<file path="src/rtl/sdo_pkg.sv">
package sdo_pkg;

  typedef enum logic [2:0] {
    RATIO_64  = 3'd0,
    RATIO_128 = 3'd1,
    RATIO_192 = 3'd2,
    RATIO_256 = 3'd3,
    RATIO_384 = 3'd4,
    RATIO_512 = 3'd5
  } ratio_e;

  // Number of 32-clock slots a frame holds for the given ratio code.
  function automatic int unsigned slot_count(input logic [2:0] code, input logic i2s);
    if (i2s) return 2;
    case (ratio_e'(code))
      RATIO_128: return 4;
      RATIO_192: return 6;
      RATIO_256: return 8;
      RATIO_384: return 12;
      default:   return 16;
    endcase
  endfunction

endpackage

</file>
<file path="src/rtl/sdo_frame_tracker.sv">
module sdo_frame_tracker #(
  parameter int CNT_W    = 11,
  parameter int SLOT_LEN = 32
) (
  input  logic             bclk,
  input  logic             rst_n,
  input  logic             fsync,
  input  logic             i2s_mode,
  output logic             frame_start,
  output logic [CNT_W-1:0] bit_cnt,
  output logic             locked
);
  logic fs_q;
  logic rise, fall, half_start;

  assign rise        = fsync & ~fs_q;
  assign fall        = ~fsync & fs_q;
  assign frame_start = i2s_mode ? fall : rise;
  assign half_start  = i2s_mode & rise;

  always_ff @(posedge bclk or negedge rst_n) begin
    if (!rst_n) begin
      fs_q    <= 1'b0;
      bit_cnt <= '1;
      locked  <= 1'b0;
    end else begin
      fs_q <= fsync;
      if (frame_start) begin
        bit_cnt <= '0;
        locked  <= 1'b1;
      end else if (half_start) begin
        bit_cnt <= CNT_W'(SLOT_LEN);
      end else if (bit_cnt != '1) begin
        bit_cnt <= bit_cnt + CNT_W'(1);
      end
    end
  end
endmodule

</file>
<file path="src/rtl/sdo_sample_buffer.sv">
module sdo_sample_buffer #(
  parameter int W = 24
) (
  input  logic         bclk,
  input  logic         rst_n,
  input  logic         in_valid,
  output logic         in_ready,
  input  logic [W-1:0] in_ch0,
  input  logic [W-1:0] in_ch1,
  input  logic         frame_start,
  output logic [W-1:0] cur_ch0,
  output logic [W-1:0] cur_ch1
);
  logic         hold_full;
  logic [W-1:0] hold_ch0, hold_ch1;

  assign in_ready = ~hold_full;

  always_ff @(posedge bclk or negedge rst_n) begin
    if (!rst_n) begin
      hold_full <= 1'b0;
      hold_ch0  <= '0;
      hold_ch1  <= '0;
      cur_ch0   <= '0;
      cur_ch1   <= '0;
    end else if (frame_start && hold_full) begin
      cur_ch0   <= hold_ch0;
      cur_ch1   <= hold_ch1;
      hold_full <= 1'b0;
    end else if (in_valid && !hold_full) begin
      hold_ch0  <= in_ch0;
      hold_ch1  <= in_ch1;
      hold_full <= 1'b1;
    end
  end
endmodule

</file>
<file path="src/rtl/sdo_slot_mapper.sv">
module sdo_slot_mapper #(
  parameter int W        = 24,
  parameter int SLOT_LEN = 32,
  parameter int CNT_W    = 11,
  localparam int SLOT_LOG = $clog2(SLOT_LEN),
  localparam int SIW      = CNT_W - SLOT_LOG
) (
  input  logic             bclk,
  input  logic             rst_n,
  input  logic [CNT_W-1:0] bit_cnt,
  input  logic             locked,
  input  logic             i2s_mode,
  input  logic [1:0]       pair_sel,
  input  logic [SIW-1:0]   nslots,
  input  logic [W-1:0]     cur_ch0,
  input  logic [W-1:0]     cur_ch1,
  output logic             sdata,
  output logic             sdata_oe
);
  logic [SIW-1:0]      slot_idx, tgt0, tgt1;
  logic [SLOT_LOG-1:0] bit_idx;
  logic                hit0, hit1, drive;
  logic [W-1:0]        sel_word;
  logic [SLOT_LEN-1:0] slot_word;

  assign slot_idx  = bit_cnt[CNT_W-1:SLOT_LOG];
  assign bit_idx   = bit_cnt[SLOT_LOG-1:0];
  assign tgt0      = i2s_mode ? '0 : SIW'({pair_sel, 1'b0});
  assign tgt1      = tgt0 + SIW'(1);
  assign hit0      = slot_idx == tgt0;
  assign hit1      = slot_idx == tgt1;
  assign drive     = locked && (slot_idx < nslots) && (hit0 || hit1);
  assign sel_word  = hit0 ? cur_ch0 : cur_ch1;
  // Pad the sample with zeros to a full slot: the tail bits go out low.
  assign slot_word = {sel_word, {(SLOT_LEN-W){1'b0}}};

  always_ff @(negedge bclk or negedge rst_n) begin
    if (!rst_n) begin
      sdata    <= 1'b0;
      sdata_oe <= 1'b0;
    end else begin
      sdata_oe <= drive;
      sdata    <= drive & slot_word[SLOT_LOG'(SLOT_LEN-1) - bit_idx];
    end
  end
endmodule

</file>
<file path="src/rtl/sdo_slot_tx.sv">
module sdo_slot_tx #(
  parameter int W        = 24,
  parameter int SLOT_LEN = 32,
  parameter int CNT_W    = 11,
  localparam int SIW     = CNT_W - $clog2(SLOT_LEN)
) (
  input  logic         bclk,
  input  logic         rst_n,
  input  logic         fsync,
  input  logic         in_valid,
  output logic         in_ready,
  input  logic [W-1:0] in_ch0,
  input  logic [W-1:0] in_ch1,
  input  logic [2:0]   ratio_code,
  input  logic [2:0]   slot_cfg,
  output logic         sdata,
  output logic         sdata_oe
);
  logic             i2s_mode, frame_start, locked;
  logic [CNT_W-1:0] bit_cnt;
  logic [SIW-1:0]   nslots;
  logic [W-1:0]     cur_ch0, cur_ch1;

  assign i2s_mode = slot_cfg[2] | (ratio_code == 3'd0);
  assign nslots   = SIW'(sdo_pkg::slot_count(ratio_code, i2s_mode));

  sdo_frame_tracker #(.CNT_W(CNT_W), .SLOT_LEN(SLOT_LEN)) u_track (
    .bclk(bclk), .rst_n(rst_n), .fsync(fsync), .i2s_mode(i2s_mode),
    .frame_start(frame_start), .bit_cnt(bit_cnt), .locked(locked)
  );

  sdo_sample_buffer #(.W(W)) u_buf (
    .bclk(bclk), .rst_n(rst_n), .in_valid(in_valid), .in_ready(in_ready),
    .in_ch0(in_ch0), .in_ch1(in_ch1), .frame_start(frame_start),
    .cur_ch0(cur_ch0), .cur_ch1(cur_ch1)
  );

  sdo_slot_mapper #(.W(W), .SLOT_LEN(SLOT_LEN), .CNT_W(CNT_W)) u_map (
    .bclk(bclk), .rst_n(rst_n), .bit_cnt(bit_cnt), .locked(locked),
    .i2s_mode(i2s_mode), .pair_sel(slot_cfg[1:0]), .nslots(nslots),
    .cur_ch0(cur_ch0), .cur_ch1(cur_ch1), .sdata(sdata), .sdata_oe(sdata_oe)
  );
endmodule

</file>
<file path="config.mk">
export PLATFORM = sky130hd
export DESIGN_NAME = sdo_slot_tx
export DESIGN_NICKNAME = d
export VERILOG_FILES = /design/src/rtl/sdo_pkg.sv /design/src/rtl/sdo_frame_tracker.sv /design/src/rtl/sdo_sample_buffer.sv /design/src/rtl/sdo_slot_mapper.sv /design/src/rtl/sdo_slot_tx.sv
export SDC_FILE = /design/constraint.sdc
export NUM_CORES = 1
export LEC_CHECK = 0
export BUFFER_PORTS_ARGS = -buffer_cell sky130_fd_sc_hd__buf_2
export CAP_MARGIN = 20
export CELL_PAD_IN_SITES_DETAIL_PLACEMENT = 1
export CELL_PAD_IN_SITES_GLOBAL_PLACEMENT = 1
export CORE_MARGIN = 2
export CORE_UTILIZATION = 48
export DETAILED_ROUTE_END_ITERATION = 12
export HOLD_SLACK_MARGIN = 0.06
export PLACE_DENSITY = 0.76
export SLEW_MARGIN = 10
export SYNTH_ARGS = -nofsm -noshare
export SYNTH_HDL_FRONTEND = slang
export SYNTH_HIERARCHICAL = 1
export SYNTH_SLANG_ARGS = --single-unit
</file>
<file path="constraint.sdc">
create_clock -name bclk -period 3.1 [get_ports bclk]
set_clock_uncertainty 0.1 [all_clocks]
set_input_delay 0.465 -clock bclk [delete_from_list [all_inputs] [get_ports bclk]]
set_output_delay 0.465 -clock bclk [all_outputs]
set_load 0.02 [all_outputs]
</file>
=== After elaboration in Yosys (flattened, before gate mapping) ===
Index checks and enable logic that the tools add are counted.
Widths: inputs -> output; s select.

* Add/subtract/negate cells: 3
* Magnitude comparators: 2
* Equal/unequal tests: 7
* Multiplexer cells: 14
* Bitwise operators: 9
* Reductions and logical operators: 10

{| class="wikitable"
|+ Operators by type and width
! cell !! number
|-
| $mux 11 || 3
|-
| $mux 24 || 1
|-
| $pmux 5 s4 || 1
|-
| $eq 6x6->1 || 2
|-
| $add 11x1->11 const B || 1
|-
| $ne 11x11->1 const B || 1
|-
| $add 6x1->6 const B || 1
|-
| $eq 3x2->1 const B || 2
|-
| $lt 5x6->1 const B || 1
|-
| $lt 6x6->1 || 1
|-
| $mux 6 || 1
|-
| $bmux 1 s5 || 1
|-
| $mux 1 || 5
|-
| $sub 5x5->5 const A || 1
|-
| $and 1x1->1 || 4
|-
| $logic_and 1x1->1 || 4
|-
| $not 1->1 || 4
|-
| $eq 3x1->1 const B || 1
|-
| $eq 3x3->1 const B || 1
|-
| $logic_not 3->1 || 1
|-
| $mux 3 || 1
|-
| $reduce_bool 3->1 || 1
|-
| $mux 2 || 1
|-
| $reduce_and 2->1 || 1
|-
| other kinds (4) || 4
|}

* Flip-flop bits (word level): 112
* Bits of input ports: 58
* Output and inout port bits: 3
* Logic and storage cells: 55

=== Depth between registers and ports, before layout ===
* Word-level depth: 8
* Mapped depth: 11
* Gate-level depth less buffers: 11

=== Hierarchy ===
Netlist, hierarchy kept.

{| class="wikitable"
|+ By module, submodules not included
! module !! times used !! cells an instance !! area each (µm²) !! seq. area each (µm²)
|-
| sdo_sample_buffer || 1 || 207 || 3,593.4 || 2,427.3
|-
| sdo_slot_mapper || 1 || 65 || 735.7 || 50.0
|-
| sdo_frame_tracker || 1 || 60 || 658.1 || 339.1
|-
| sdo_slot_tx || 1 || 11 || 78.8 || 0.0
|}

==> metrics.yaml <==
run_status: "finished with violations"
failed_checks: "negative setup slack"
synthToLayoutAreaGrowth_pct: 17.83
first_pass_grt_wire_length_mm: 17.47
pin_count_of_the_biggest_net_entering_global_routing: 69
maxCapViolations: 0
whs_path_depth: 1
critical_path_arrival_ns: 2.70
rows: 37
path_cells: "xor2_1 > o22ai_2 > o21ai_4 > mux4_2 > mux2_4 > a2111oi_4 > nor3_1"
worst_setup_path_category: "reg2reg"
port_buffers: 60
syn-cell-area_sq_um: 5066
post_drt_via_cell_ratio: 5.476
report.final.setup_viol: 2
coreArea_sq_um: 10280
seqCellArea_sq_um: 2816
antenna_cells: 0
worst_ir_drop_vdd_v: 0.0003762
ys_warn_count: 6
min-delay-path-class: "in2reg"
num-nets-final: 497
netSwitchingFraction: 0.2854
drt_drc_violations_left: 0
power_frac_clock: 0.200
critPathTopFamily: "multiplexers"
ioPinCount: 61
drt_first_iter_violations: 142
flops_latches_synth: 112
final.setup.worst_slack_ns: -1.047
cells_after_synth: 343
vias: 3143
hold_path.startpoint: "fsync"
dpl_worst_slack_ns: -1.471
totalWireLength_mm: 10.53
clock_path_buffers: 2
clkLatencyLatePin_ns: 0.38
stdcell_count: 574
fin_tns_setup_ns: -1.581
combPwrFrac: 0.261
multi_input_area_sq_um: 2178
worst-path-max-fanout: 4
gr-total-overflow: 0
r2r.worst_path.cells: 7
wire_per_inst_um: 18.35
grtUsageTotal: 0.2015
finalWeightedCongestion: 0.7469
cellInternalPower_mw: 3.130
final_max_slew_viol_count: 0
rr_startpoint: "u_track/bit_cnt[7]"
drt_pre_antenna_iters: 4
cts.root.buffer_cell: "sky130_fd_sc_hd__clkbuf_8"
ys_types: 56
sequential_fraction_of_design_power: 0.539
dp.cells: 552
timing.max_slew.rel_slack: 0.4437
filler_cell_count: 1028
max_stage_delay_ns: 0.58
tritoncts: "built"
net-switching-power_mw: 1.250
finalHoldWorstSlack_ns: 0.1138
cts_made_buffers: 9
cts-htree-levels: 3
floorplan.initialDensity: 0.4929
setup.reg_to_reg.worst_slack_ns: -1.05
critical_path_buf_inv_count: 0
synth-seq-area-share: 0.5559
die_area_sq_um: 11390
cell_area_placed_sq_um: 5669
die_width_um: 106.7
place.detailed.hpwl_mm: 7.735
post_layout_total_power_mw: 4.380
finalHoldViolCount: 0
final_layout_size_suffix_gt1_frac: 0.5023
cp_data_required_time_ns: 1.65
ys_async_sr_fraction: 1.000
cts.sinks: 112
number_of_antenna_violations_at_the_first_check_in_global_routing: 0
clk_transition_reported_paths_ns: 0.10
avgSynthCellArea_sq_um: 14.77
cellLeakagePower_nw: 2.624
fin_util: 0.5808
critPathCaptureType: "flip-flop"
synth-edff-count: 0
critPathLaunchType: "flip-flop"
powerDensity_nw_per_um2: 733.8
ys_dominant_reg_cell: "sky130_fd_sc_hd__dfrtp_1"
critical_path.slowest_cell: "sky130_fd_sc_hd__dfstp_2"
regToRegEndpoint: "u_map/sdata"
grt_setup_unrepaired: "yes"
worst-slew-pin-transition_ns: 0.8345
dieHeight_um: 106.7
number_of_global_route_vias_before_repair: 3438
postLayoutCellArea_sq_um: 5969
min_delay_worst_endpoint: "u_track/fs_q"
drt.antenna.violating_nets: 0
==> sequential cells by signal, summed over array words and instances, names as in the netlist <==
register         cells
u_buf/hold_ch0      24
u_buf/cur_ch0       24
u_track/locked       1
u_track/bit_cnt     11
u_track/fs_q         1
u_buf/hold_ch1      24
u_map/sdata_oe       1
u_buf/hold_full      1
u_buf/cur_ch1       24
u_map/sdata          1
==> layer usage <==
| metal | vias up | wire (um) | part of all wire | GRT usage |
|---|---|---|---|---|
| li1 | 1444 | - | - | - |
| met1 | 1631 | 4452 | 0.42 | 0.2484 |
| met2 | 52 | 5613 | 0.53 | 0.3544 |
| met3 | 16 | 267 | 0.025 | 0.03161 |
| met4 | 0 | 199 | 0.019 | 0.08163 |
| met5 | - | 0 | 0 | 0 |
==> synth_stat cells (2+ instances only) <==
| cell | instances | area share |
|---|---|---|
| sky130_fd_sc_hd__nor2_1 | 5 | 0.0037 |
| sky130_fd_sc_hd__dfstp_2 | 11 | 0.057 |
| sky130_fd_sc_hd__nor3_1 | 3 | 0.0030 |
| sky130_fd_sc_hd__inv_1 | 9 | 0.0067 |
| sky130_fd_sc_hd__mux2i_1 | 3 | 0.0059 |
| sky130_fd_sc_hd__buf_2 | 6 | 0.0059 |
| sky130_fd_sc_hd__a21oi_1 | 4 | 0.0040 |
| sky130_fd_sc_hd__a21o_1 | 4 | 0.0059 |
| sky130_fd_sc_hd__buf_6 | 3 | 0.0067 |
| sky130_fd_sc_hd__a31oi_1 | 5 | 0.0062 |
| sky130_fd_sc_hd__xor2_1 | 2 | 0.0035 |
| sky130_fd_sc_hd__dfrtn_1 | 2 | 0.0099 |
| sky130_fd_sc_hd__o211a_1 | 3 | 0.0059 |
| sky130_fd_sc_hd__and2_1 | 3 | 0.0037 |
| sky130_fd_sc_hd__mux4_1 | 3 | 0.016 |
| sky130_fd_sc_hd__buf_4 | 3 | 0.0044 |
| sky130_fd_sc_hd__mux4_2 | 8 | 0.036 |
| sky130_fd_sc_hd__nand3b_1 | 5 | 0.0074 |
| sky130_fd_sc_hd__ha_1 | 6 | 0.015 |
| sky130_fd_sc_hd__o21ai_0 | 6 | 0.0059 |
| sky130_fd_sc_hd__nand2_1 | 12 | 0.0089 |
| sky130_fd_sc_hd__nand2b_1 | 5 | 0.0062 |
| sky130_fd_sc_hd__and4_4 | 3 | 0.0067 |
| sky130_fd_sc_hd__nor4_1 | 2 | 0.0025 |
| sky130_fd_sc_hd__mux2_1 | 29 | 0.064 |
| sky130_fd_sc_hd__o22ai_1 | 3 | 0.0037 |
| sky130_fd_sc_hd__mux2_2 | 67 | 0.15 |
| sky130_fd_sc_hd__dfrtp_1 | 99 | 0.49 |
| sky130_fd_sc_hd__nor3_2 | 2 | 0.0040 |
==> area by class of cell <==
cell class / instances / share of cell area
sequential: 112 / 0.4718
multi-input combinational: 210 / 0.3649
timing repair buffer: 91 / 0.09600
tap: 136 / 0.02851
clock buffer: 11 / 0.02368
clock inverter: 5 / 0.009432
inverter: 9 / 0.005659
==> cell families (layout without fill, tap and decap cells) <==
family | count (synthesis) | after routing | synth area share
multiplexers | 111 | 111 | 0.2734
XOR/XNOR | 3 | 3 | 0.005187
other | 1 | 2 | 0.0007402
flip-flops | 112 | 112 | 0.5559
AND/OR/NAND/NOR | 50 | 50 | 0.06496
buffers and inverters | 22 | 116 | 0.02445
AO/OA/AOI/OAI | 38 | 38 | 0.06051
adder cells (fa/ha/maj) | 6 | 6 | 0.01482
==> power groups by stage <==
| stage | sequential (mW) | clock (mW) | combinational, mW |
|---|---|---|---|
| 6_report | 2.36 | 0.878 | 1.14 |
| 5_1_grt | 2.44 | 0.966 | 1.24 |
| 4_1_cts | 2.37 | 0.901 | 1.13 |
| 3_5_place_dp | 2.40 | 0 | 1.11 |
| 3_3_place_gp | 2.37 | 0 | 1.04 |
| 2_1_floorplan | 2.24 | 0 | 0.859 |
==> placed cells by master (no fill, tap or decap), drive strengths merged, types with 2 or more instances in the layout <==
cell    count
a21o        4
a21oi       5
a311oi      2
a31oi       5
and2        4
and4        3
buf        90
clkbuf     11
clkinv      3
conb        2
dfrtn       2
dfrtp      99
dfstp      11
ha          6
inv         9
mux2       97
mux2i       3
mux4       11
nand2      12
nand2b      5
nand3b      5
nor2        5
nor3        5
nor4        4
o211a       3
o21ai       7
o22ai       4
xor2        2
==> worst max path at each step <==
stage                  startpoint          end  slack, ns  depth (start not counted)
3_5_place_dp        ratio_code[1]  u_map/sdata      -1.47                         11
2_1_floorplan       ratio_code[1]  u_map/sdata      -1.07                          8
6_report       u_track/bit_cnt[7]  u_map/sdata      -1.05                          7
3_3_place_gp        ratio_code[1]  u_map/sdata      -1.35                         11
4_1_cts        u_track/bit_cnt[7]  u_map/sdata      -1.07                          7
5_1_grt        u_track/bit_cnt[7]  u_map/sdata      -1.15                          9
==> timing repair <==
action	in CTS	in global routing
hold buffers	1	0
buffers inserted	3	3
endpoints found under the setup margin	2	3
gates resized for setup	8	3
hold endpoints to repair	15	0
pin swaps	10	4
No activity file was read; power rests on OpenSTA's default activity.
